[src/rtl/fle_pkg.sv]
package fle_pkg;

    // Lookup arrangement selected by the mode bit of the configuration.
    typedef enum logic {
        FRAC_SINGLE = 1'b0,
        FRAC_DUAL   = 1'b1
    } frac_mode_e;

    // Source presented on one output pin.
    typedef enum logic {
        OUT_COMB = 1'b0,
        OUT_REG  = 1'b1
    } out_src_e;

    // Default geometry of the cell.
    localparam int unsigned DEF_N_IN  = 7;
    localparam int unsigned DEF_LUT_K = 6;
    localparam int unsigned N_OUT     = 2;

    // Chain length for a given lookup size: table, mode bit, one select per output.
    function automatic int unsigned chain_len(input int unsigned lut_k);
        return (1 << lut_k) + 1 + N_OUT;
    endfunction

endpackage

[src/rtl/fle_cfg_chain.sv]
module fle_cfg_chain #(
    parameter int unsigned CHAIN_W = 67
) (
    input  logic               clk,
    input  logic               cfg_en,
    input  logic               cfg_in,
    output logic [CHAIN_W-1:0] cfg_q
);

    // New bits enter at the top and move down, so the first bit sent ends at position 0.
    always_ff @(posedge clk) begin
        if (cfg_en) begin
            cfg_q <= {cfg_in, cfg_q[CHAIN_W-1:1]};
        end
    end

endmodule

[src/rtl/fle_lut_core.sv]
module fle_lut_core
    import fle_pkg::*;
#(
    parameter int unsigned N_IN  = 7,
    parameter int unsigned LUT_K = 6,
    localparam int unsigned TT_W  = 1 << LUT_K,
    localparam int unsigned SUB_K = LUT_K - 1
) (
    input  logic [N_IN-1:0]  din,
    input  logic [TT_W-1:0]  table_bits,
    input  frac_mode_e       mode,
    output logic [N_OUT-1:0] lut_y
);

    logic [LUT_K-1:0] addr_lo;
    logic [LUT_K-1:0] addr_hi;

    always_comb begin
        // Low half uses the bottom inputs; high half uses the top SUB_K inputs.
        addr_lo = {1'b0, din[SUB_K-1:0]};
        addr_hi = {1'b1, din[N_IN-1 -: SUB_K]};
        if (mode == FRAC_DUAL) begin
            lut_y[0] = table_bits[addr_lo];
            lut_y[1] = table_bits[addr_hi];
        end else begin
            lut_y[0] = table_bits[din[LUT_K-1:0]];
            lut_y[1] = 1'b0;
        end
    end

endmodule

[src/rtl/fle_out_stage.sv]
module fle_out_stage
    import fle_pkg::*;
(
    input  logic             clk,
    input  logic             rst,
    input  logic             hold,
    input  logic [N_OUT-1:0] lut_y,
    input  logic [N_OUT-1:0] sel,
    output logic [N_OUT-1:0] ff_q,
    output logic [N_OUT-1:0] dout
);

    for (genvar k = 0; k < N_OUT; k++) begin : g_lane
        // The clear wins over the configuration hold.
        always_ff @(posedge clk) begin
            if (rst) begin
                ff_q[k] <= 1'b0;
            end else if (!hold) begin
                ff_q[k] <= lut_y[k];
            end
        end

        assign dout[k] = (out_src_e'(sel[k]) == OUT_REG) ? ff_q[k] : lut_y[k];
    end

endmodule

[src/rtl/fle_logic_element.sv]
module fle_logic_element
    import fle_pkg::*;
#(
    parameter int unsigned N_IN  = DEF_N_IN,
    parameter int unsigned LUT_K = DEF_LUT_K,
    localparam int unsigned TT_W     = 1 << LUT_K,
    localparam int unsigned CHAIN_W  = chain_len(LUT_K),
    localparam int unsigned MODE_POS = TT_W,
    localparam int unsigned SEL_LO   = TT_W + 1
) (
    input  logic            clk,
    input  logic            rst,
    input  logic            cfg_en,
    input  logic            cfg_in,
    input  logic [N_IN-1:0] din,
    output logic [N_OUT-1:0] dout
);

    logic [CHAIN_W-1:0] cfg_q;
    frac_mode_e         mode;
    logic [N_OUT-1:0]   sel_bits;
    logic [N_OUT-1:0]   lut_y;
    logic [N_OUT-1:0]   ff_q;

    fle_cfg_chain #(
        .CHAIN_W (CHAIN_W)
    ) u_chain (
        .clk    (clk),
        .cfg_en (cfg_en),
        .cfg_in (cfg_in),
        .cfg_q  (cfg_q)
    );

    assign mode     = frac_mode_e'(cfg_q[MODE_POS]);
    assign sel_bits = cfg_q[SEL_LO +: N_OUT];

    fle_lut_core #(
        .N_IN  (N_IN),
        .LUT_K (LUT_K)
    ) u_lut (
        .din        (din),
        .table_bits (cfg_q[TT_W-1:0]),
        .mode       (mode),
        .lut_y      (lut_y)
    );

    fle_out_stage u_out (
        .clk   (clk),
        .rst   (rst),
        .hold  (cfg_en),
        .lut_y (lut_y),
        .sel   (sel_bits),
        .ff_q  (ff_q),
        .dout  (dout)
    );

endmodule

[config.mk]
export PLATFORM = sky130hd
export DESIGN_NAME = fle_logic_element
export DESIGN_NICKNAME = d
export VERILOG_FILES = /design/src/rtl/fle_pkg.sv /design/src/rtl/fle_cfg_chain.sv /design/src/rtl/fle_lut_core.sv /design/src/rtl/fle_out_stage.sv /design/src/rtl/fle_logic_element.sv
export SDC_FILE = /design/constraint.sdc
export NUM_CORES = 1
export LEC_CHECK = 0
export CAP_MARGIN = 20
export CORE_MARGIN = 2
export CORE_UTILIZATION = 40
export DETAILED_ROUTE_END_ITERATION = 8
export DONT_BUFFER_PORTS = 1
export GPL_ROUTABILITY_DRIVEN = 0
export PLACE_DENSITY = 0.66
export SLEW_MARGIN = 5
export SYNTH_ARGS = -nofsm -noshare
export SYNTH_HDL_FRONTEND = slang
export SYNTH_SLANG_ARGS = --single-unit
[constraint.sdc]
create_clock -name clk -period 5.78 [get_ports clk]
set_clock_uncertainty 0.2 [all_clocks]
set_input_delay 0.578 -clock clk [delete_from_list [all_inputs] [get_ports clk]]
set_output_delay 0.578 -clock clk [all_outputs]
set_load 0.02 [all_outputs]
==> out/metrics.cfg, run 1 <==
[worst_hold_path]
hp-start = rst
whs_endpoint = u_out.ff_q[0]
holdPathStages = 1
hp-class = in -> reg

[timing]
rsz0062_at_grt = false
layout_setup_ws_ns = 2.827
fmax_mhz = 338.7
whs_ns = 0.1082
worstMarginPinSlew_ns = 0.7573
relSlewSlack = 0.4908
finalHoldViolations = 0
setup_tns_ns = 0
post-route-period-util = 0.5108
setup_viol = 0
period_needed_ns = 2.953
final_max_slew_viol_count = 0

[die]
initial_utilization = 0.4173
io_pins = 13
rows = 31
die_h_um = 91.22
die_width_um = 91.22
coreArea_sq_um = 7292
fp.dieArea_sq_um = 8321

[synth]
ys_warn_count = 0
ys_ff_latch = 69
synth_nets = 170
netlist.top_cell.by_area = edfxtp_1
netlist_instances = 159
synth_area_sq_um = 3043
synth.top_cell.area_share = 0.6612
ys_seq_area_frac = 0.6743
ys_types = 35
synthTopCellsByArea = edfxtp_1 66%, mux4_2 8.1%, mux4_1 6.0%, mux2i_1 4.9%, mux2_2 1.5%
avgSynthCellArea_sq_um = 19.14

[setup_path]
crit_fanout = 2
crit_required_ns = 5.00
r2r_slack_ns = 3.75
r2r_cells = 4
cp-end-kind = primary output
cp_data_arrival_time_ns = 2.17
reg2reg_to = u_out.ff_q[0]
crit_type = reg -> out
crit_path_start_kind = register
r2r_start = u_chain.cfg_q[26]

[global_route]
grt-ovfl-total = 0
grt_pass1_vias = 1600
grt_pass1_wl_um = 8618
gr-usage-all-layers = 0.1371
grt_max_degree = 71
grt_antenna_before_repair = 0

[drt]
drt_pass1_iterations = 4
vias = 1507
vias_per_cell = 5.665
ant_nets = 0
wire_per_inst_um = 19.46
wl_um = 5176
post-route-drc-count = 0
drtIter0Drc = 138

[cells_and_area]
multi_input_area_sq_um = 892.1
layout.nets = 173
diodes = 0
final_common_cell = edfxtp_1
post-route-util = 0.4514
layout.cells.non_filler = 266
num-fill-cells = 644
seq_area_sq_um = 2052
drive_above_1_share = 0.1737
most-common-layout-cells = 67 x edfxtp_1, 15 x mux2i_1, 11 x mux4_2
syn_to_final_growth_pct = 8.183

[pwr]
peakVddDrop_v = 0.0001131
p_leak_uw = 0.001123
power_density_nw_per_um2 = 322.8

[clocking]
insertion_delay_ns = 0.33
clockBufferDepth = 2
cts_tree = built
h-tree-depth = 3
cts_root_buf = clkbuf_8
hold_buffers = 0
cts_buffers = 9
post_cts_resized = 0
clk_pin_slew_ns = 0.07
cts.sinks = 69
cts_setup_buffers = 0

[placement]
io_buffers = 0
place_ws_ns = 2.977
hpwl_um = 3215
dp.cells = 250

[run]
drv_cap = 0

[outcome]
status = completed

[synthesized netlist by cell type]
cell type,count
o2bb2ai_1,2
a311oi_1,2
mux4_1,7
edfxtp_1,67
a211oi_1,2
inv_1,5
nor3_1,1
clkbuf_8,1
o21ai_0,1
buf_6,3
nor2_1,4
o32ai_1,1
a31oi_1,1
buf_2,1
mux2i_1,15
a22oi_1,1
a2111oi_0,2
nand3b_1,1
mux2_2,4
o31ai_1,2
o41ai_1,1
nand2b_1,4
a22o_1,1
and2_1,1
dfxtp_1,2
nor3b_1,1
nand2_1,4
buf_12,1
clkbuf_1,2
o2111ai_1,1
nor2b_1,4
o211ai_1,1
o22ai_1,1
and2b_2,1
mux4_2,11
[power breakdown]
part | total [uW] | switching [uW] | internal, uW | leakage [uW]
Combinational | 56.0 | 19.9 | 36.1 | 0.000346
Clock | 408 | 170 | 239 | 0.000105
Sequential | 598 | 17.1 | 581 | 0.000672
[registers in the layout (all words and copies together), names as in the netlist]
signal and count:
u_chain.cfg_q 67, u_out.ff_q 2
[logic make-up after synthesis]
logic type,count (synthesis),synth area share
buffers and inverters,13,0.03248
flip-flops,69,0.6743
multiplexers,37,0.2060
AND/OR/NAND/NOR,21,0.03783
AO/OA/AOI/OAI,19,0.04935
[final cells by class]
class	count	area share
flip-flops and latches	69	0.6233
well taps	99	0.03763
multi-input cells	77	0.2710
inverters	5	0.005701
clock buffers	10	0.03877
clock inverters	6	0.02357
[worst max-delay path: stages, from the launching register on]
cell      delay, ns
edfxtp_1       0.42
mux4_1         0.51
mux4_2         0.47
o22ai_1        0.20
a31oi_1        0.25
[per-stage QoR]
| stage | power (uW) | area [sq um] |
|---|---|---|
| 2_1_floorplan | 661.7 | 3043 |
| 3_3_place_gp | 662.8 | 3087 |
| 3_5_place_dp | 665.0 | 3087 |
| 4_1_cts | 1073 | 3292 |
| 5_1_grt | 1102 | 3292 |
| 6_report | 1063 | 3292 |
[metal layers]
layer | share of wire | track usage | wire length (um)
met1 | 0.45 | 0.1843 | 2309
met2 | 0.48 | 0.2031 | 2498
met3 | 0.060 | 0.04730 | 313
met4 | 0.011 | 0.05934 | 55
met5 | 0 | 0 | 0
[worst max-delay path by stage]
stage | start | to | slack, ns
detailed placement | din[0] | dout[0] | 2.98
global placement | din[0] | dout[0] | 2.98
CTS | u_chain.cfg_q[26] | dout[0] | 2.81
floorplan | din[0] | dout[0] | 2.89
finish | u_chain.cfg_q[26] | dout[0] | 2.83
global route | u_chain.cfg_q[52] | dout[0] | 2.69
Power figures use the tool's default switching activity.
==> run 2: changes to the inputs <==
- ABC_AREA: default -> 1
- PLACE_DENSITY: 0.66 -> 0.68
- clock period: 5.78 -> 2.6 ns (I/O delays scaled with it)
==> out/metrics.cfg, run 2 <==
[synth]
synth_ff_type = edfxtp_1
avgSynthCellArea_sq_um = 10.27  ; -46%
synthArstFlopShare = 0  ; unchanged
ys_ff_latch = 69  ; unchanged
synth_most_common_cell = nand2_1
synth.top_cell.area_share = 0.6177  ; -0.04344
netlist_instances = 317  ; +99%
synth_nets = 328  ; +93%
ys_types = 21  ; -40%
ys_warn_count = 0  ; unchanged
synth_edf_count = 67  ; unchanged
ys_seq_area_frac = 0.6300  ; -0.04430
netlist_top_cells_count = 93 x nand2_1, 67 x edfxtp_1, 45 x nand3_1
synthTopCellsByArea = edfxtp_1 62%, nand2_1 11%, nand3_1 6.9%, buf_6 4.1%, inv_1 3.8%
netlist.top_cell.by_area = edfxtp_1
synth_area_sq_um = 3257  ; +7.0%

[cells_and_area]
drive_above_1_share = 0.07500  ; -0.09865
layout.nets = 326  ; +88%
layout.cells.non_filler = 422  ; +59%
diodes = 0  ; unchanged
final_common_cell = nand2_1
largest_reg_flops = 67  ; unchanged
most-common-layout-cells = 93 x nand2_1, 67 x edfxtp_1, 45 x nand3_1
top_register = u_chain.cfg_q
reg_top3 = u_chain.cfg_q (67), u_out.ff_q (2)
syn_to_final_growth_pct = 6.608

[global_route]
grt_pass1_wl_um = 9860  ; +14%
gr-usage-all-layers = 0.1466  ; +0.009436
grt_pass1_vias = 2004  ; +25%
grt-ovfl-total = 0  ; unchanged
grt_antenna_before_repair = 0  ; unchanged
grt_max_degree = 69  ; -2.8%

[setup_path]
cp_data_arrival_time_ns = 1.68  ; -0.49 ns
crit_fanout = 2  ; unchanged
cp-end-kind = primary output
crit_type = reg -> out
crit_path_start_kind = register
r2r_cells = 8  ; +4
crit_required_ns = 2.14  ; -2.86 ns

[drt]
wire_per_inst_um = 13.59  ; -30%
wl_um = 5736  ; +11%
drt_pass1_iterations = 4  ; unchanged
vias_per_cell = 4.905  ; -13%
vias = 2070  ; +37%
drtIter0Drc = 219  ; +59%
ant_nets = 0  ; unchanged
post-route-drc-count = 0  ; unchanged

[pwr]
power_density_nw_per_um2 = 684.2  ; +110%
p_sw_uw = 521.9  ; +150%
p_sw_frac = 0.2197  ; +0.02522
power.share.sequential = 0.559  ; -0.004
share_comb_of_total_power = 0.073  ; +0.020
clock_power_share = 0.368  ; -0.016
p_int_uw = 1854  ; +120%
peakVddDrop_v = 0.0003518  ; +210%
p_total_uw = 2376  ; +120%
p_leak_uw = 0.001401  ; +25%

[worst_hold_path]
holdPathStages = 3  ; +2
hp-class = in -> reg

[placement]
place_ws_ns = 0.8329  ; -2.144 ns
hpwl_um = 3631  ; +13%
dp.cells = 403  ; +61%
io_buffers = 0  ; unchanged

[clocking]
cts_buffers = 9  ; unchanged
insertion_delay_ns = 0.34  ; about the same
post_cts_resized = 0  ; unchanged
cts.sinks = 69  ; unchanged
cts_root_buf = clkbuf_8
clockBufferDepth = 2  ; unchanged
cts_tree = built
clk_pin_slew_ns = 0.07  ; about the same
h-tree-depth = 3  ; unchanged

[timing]
final_max_slew_viol_count = 0  ; unchanged
worstMarginPinSlew_ns = 0.3310  ; -0.4262 ns
finalHoldViolations = 0  ; unchanged
setup_tns_ns = 0  ; unchanged
post-route-period-util = 0.8225
fmax_mhz = 467.6
whs_ns = 0.01714  ; -0.09108 ns
rsz0062_at_grt = false
period_needed_ns = 2.138
relSlewSlack = 0.7793  ; +0.2885
setup_viol = 0  ; unchanged
layout_setup_ws_ns = 0.4616  ; -2.366 ns

[die]
fp.dieArea_sq_um = 8880  ; +6.7%
die_h_um = 94.24  ; +3.3%
rows = 32  ; +3.2%
initial_utilization = 0.4171  ; about the same
io_pins = 13  ; unchanged
coreArea_sq_um = 7807  ; +7.1%
die_width_um = 94.24  ; +3.3%

[run]
drv_cap = 0  ; unchanged

[outcome]
status = completed

[run 2: worst paths after layout]
check                    startpoint           endpoint  slack [ns]
hold / removal               din[6]      u_out.ff_q[1]        0.02
hold reg to reg   u_chain.cfg_q[19]  u_chain.cfg_q[18]        0.25
setup / recovery  u_chain.cfg_q[44]            dout[1]        0.46
setup reg to reg  u_chain.cfg_q[45]      u_out.ff_q[1]        1.10
[run 2: final cells by class]
type                    instances  area (sq um)
fillers                       736          4335
flip-flops and latches         69          2052
multi-input cells             195         898.4
clock buffers                  13         158.9
inverters                      37         143.9
well taps                     102         127.6
repair buffers                  3         47.55
clock inverters                 3         43.79
[run 2: through the flow]
stage	util	cell area, sq um
after CTS	0.4447	3472
after detailed placement	0.4127	3222
after global routing	0.4447	3472
final	0.4447	3472
after global placement	0.4127	3222
after floorplan	-	3257
[run 2: kinds of logic after synthesis]
group	Yosys count	synth area share
AO/OA/AOI/OAI	49	0.08529
AND/OR/NAND/NOR	146	0.1906
flip-flops	69	0.6300
buffers and inverters	53	0.09412
[run 2: routing by layer]
layer | vias to the layer above | GRT usage | share of wire
li1 | 1079 | - | -
met1 | 945 | 0.1976 | 0.49
met2 | 38 | 0.2179 | 0.45
met3 | 8 | 0.04013 | 0.036
met4 | 0 | 0.07246 | 0.023
met5 | - | 0 | 0
[run 2: what timing repair did]
| action | CTS | global route |
|---|---|---|
| setup buffers | 0 | 0 |
| hold endpoints to repair | 70 | 0 |
| hold buffers | 3 | 0 |
[run 2: power by group through the flow]
stage	clock, uW	combinational, uW	sequential (uW)
6_report	874	173	1330
5_1_grt	946	203	1340
4_1_cts	898	175	1330
3_5_place_dp	0	147	1350
3_3_place_gp	0	145	1350
2_1_floorplan	0	163	1340
[run 2: critical path, stage by stage (launching register included)]
cell,delay [ns]
edfxtp_1,0.39
inv_1,0.07
o21ai_0,0.17
nand3_1,0.09
nand2_1,0.10
nand2_1,0.05
nand3b_1,0.10
nand3_2,0.10
o21ai_2,0.26
==> run 3: changes to the inputs <==
- clock period: 2.6 -> 1.75 ns (I/O delays scaled with it)
==> out/metrics.cfg, run 3 (synthesis gave the netlist of run 2 again) <==
[outcome]
status = finished, violations left
violations = hold timing, setup timing

[timing]
finalHoldViolations = 67  ; +67
relSlewSlack = 0.7967  ; +0.01736
rsz0062_at_grt = true
whs_ns = -0.2493  ; -0.2664 ns
period_needed_ns = 1.953
fmax_mhz = 511.9
post-route-period-util = 1.116
setup_viol = 2  ; +2
worstMarginPinSlew_ns = 0.3045  ; -0.02648 ns
final_max_slew_viol_count = 0  ; unchanged
layout_setup_ws_ns = -0.2035  ; -0.6651 ns

[cells_and_area]
largest_reg_flops = 67  ; unchanged
syn_to_final_growth_pct = 7.991
top_register = u_chain.cfg_q
num-fill-cells = 728  ; -1.1%
reg_top3 = u_chain.cfg_q (67), u_out.ff_q (2)
seq_area_sq_um = 2052  ; unchanged
layout.nets = 336  ; +3.1%
most-common-layout-cells = 92 x nand2_1, 67 x edfxtp_1, 42 x nand3_1
layout.cells.non_filler = 430  ; +1.9%
diodes = 0  ; unchanged
multi_input_area_sq_um = 934.6  ; +4.0%
final_common_cell = nand2_1
drive_above_1_share = 0.1067  ; +0.03171
finalInstanceArea_sq_um = 3517  ; +1.3%

[setup_path]
cp-end-kind = primary output
cp_data_arrival_time_ns = 1.58  ; -0.10 ns
critPathBufInv = 0  ; -1
crit_chain = o211ai_1 -> nand3_1 -> nand3_1 -> nand3_1 -> nand3_2 -> nand2_1 -> nand2_1 -> nand2_2
cp_slowest_cell = edfxtp_1
cp_common_cell = nand3_1
slowest_delay_ns = 0.44  ; +0.05 ns
critical_path.top_delay_family = simple AND/OR/NAND/NOR gates
crit_fanout = 3  ; +1
crit_type = reg -> out
crit_required_ns = 1.37  ; -0.77 ns
crit_path_start_kind = register

[global_route]
grt-ovfl-total = 0  ; unchanged
gr-usage-all-layers = 0.1559  ; +0.009359
grt_pass1_wl_um = 10360  ; +5.1%
grt_antenna_before_repair = 0  ; unchanged
grt_pass1_vias = 2076  ; +3.6%
grt_max_degree = 69  ; unchanged

[die]
io_pins = 13  ; unchanged
die_width_um = 94.24  ; unchanged
initial_utilization = 0.4171  ; unchanged
coreArea_sq_um = 7807  ; unchanged
fp.dieArea_sq_um = 8880  ; unchanged
die_h_um = 94.24  ; unchanged
rows = 32  ; unchanged

[drt]
drtIter0Drc = 203  ; -7.3%
post-route-drc-count = 0  ; unchanged
vias_per_cell = 5.033  ; +2.6%
vias = 2164  ; +4.5%
wl_um = 6225  ; +8.5%
ant_nets = 0  ; unchanged
drt_pass1_iterations = 4  ; unchanged
wire_per_inst_um = 14.48  ; +6.5%

[placement]
placed_cell_area_sq_um = 3222  ; unchanged
io_buffers = 0  ; unchanged
hpwl_um = 3581  ; -1.4%
dp.cells = 403  ; unchanged

[clocking]
hold_buffers = 6  ; +3
clockBufferDepth = 2  ; unchanged
cts_buffers = 9  ; unchanged
cts.sinks = 69  ; unchanged
cts_root_buf = clkbuf_8
clk_pin_slew_ns = 0.08  ; about the same
h-tree-depth = 3  ; unchanged
insertion_delay_ns = 0.34  ; about the same
cts_tree = built

[worst_hold_path]
hp-class = in -> reg

[run]
drv_cap = 0  ; unchanged

[pwr]
peakVddDrop_v = 0.0007023  ; +100%
p_leak_uw = 0.001413  ; +0.86%
power_density_nw_per_um2 = 932.0  ; +36%

## run 3: metrics by stage
| step | hold WS, ns | total power [uW] | worst slack (ns) | util | TNS (ns) |
|---|---|---|---|---|---|
| after floorplan | 0.07387 | 2231 | 0.2041 | - | 0 |
| after global placement | 0.07393 | 2221 | 0.1428 | 0.4127 | 0 |
| after detailed placement | 0.07394 | 2227 | 0.1335 | 0.4127 | 0 |
| after CTS | -0.2641 | 3293 | -0.1990 | 0.4449 | -0.3791 |
| after global routing | -0.2761 | 3417 | -0.3375 | 0.4505 | -0.6899 |
| final | -0.2493 | 3278 | -0.2035 | 0.4505 | -0.3950 |
## run 3: worst reg2reg max path: stages (launching register included)
cell	delay, ns
edfxtp_1	0.44
a21oi_1	0.15
o21ai_0	0.09
nand3_1	0.09
nand2_1	0.06
nand2_1	0.05
nand3b_1	0.09
nand3_2	0.11
buf_4	0.11
buf_4	0.09
a21oi_2	0.04
## run 3: area by class of cell
type                    instances  area share
flip-flops and latches         69      0.5834
multi-input cells             195      0.2657
inverters                      37     0.04091
clock buffers                  11     0.03735
well taps                     102     0.03629
repair buffers                 13     0.03202
clock inverters                 3    0.004269
## run 3: worst paths after layout
path              cells past startpoint              start  slack [ns]                 to
setup / recovery                      8  u_chain.cfg_q[45]       -0.20            dout[0]
hold / removal                        0             cfg_en       -0.25  u_chain.cfg_q[16]
setup reg to reg                     10  u_chain.cfg_q[45]        0.11      u_out.ff_q[1]
hold reg to reg                       0  u_chain.cfg_q[29]        0.25  u_chain.cfg_q[28]
## run 3: where the power goes
group	total, uW	switching (uW)	internal (uW)	leakage, uW
Sequential	1980	54.6	1920	0.000672
Clock	1040	553	490	0.0000704
Combinational	260	145	115	0.000670
Total	3280	752	2530	0.00141
## run 3: repair_timing
action,in CTS,in global routing
buffers inserted,4,3
resized for setup,6,13
pin swaps,0,7
setup endpoints to repair,2,2
hold endpoints to repair,70,67
## run 3: routing by layer
layer / wire [um] / up-vias / track usage
met1: 2881 / 989 / 0.2144
met2: 2799 / 75 / 0.2256
li1: - / 1093 / -
met5: 0 / - / 0
met4: 83 / 0 / 0.06039
met3: 460 / 7 / 0.05618
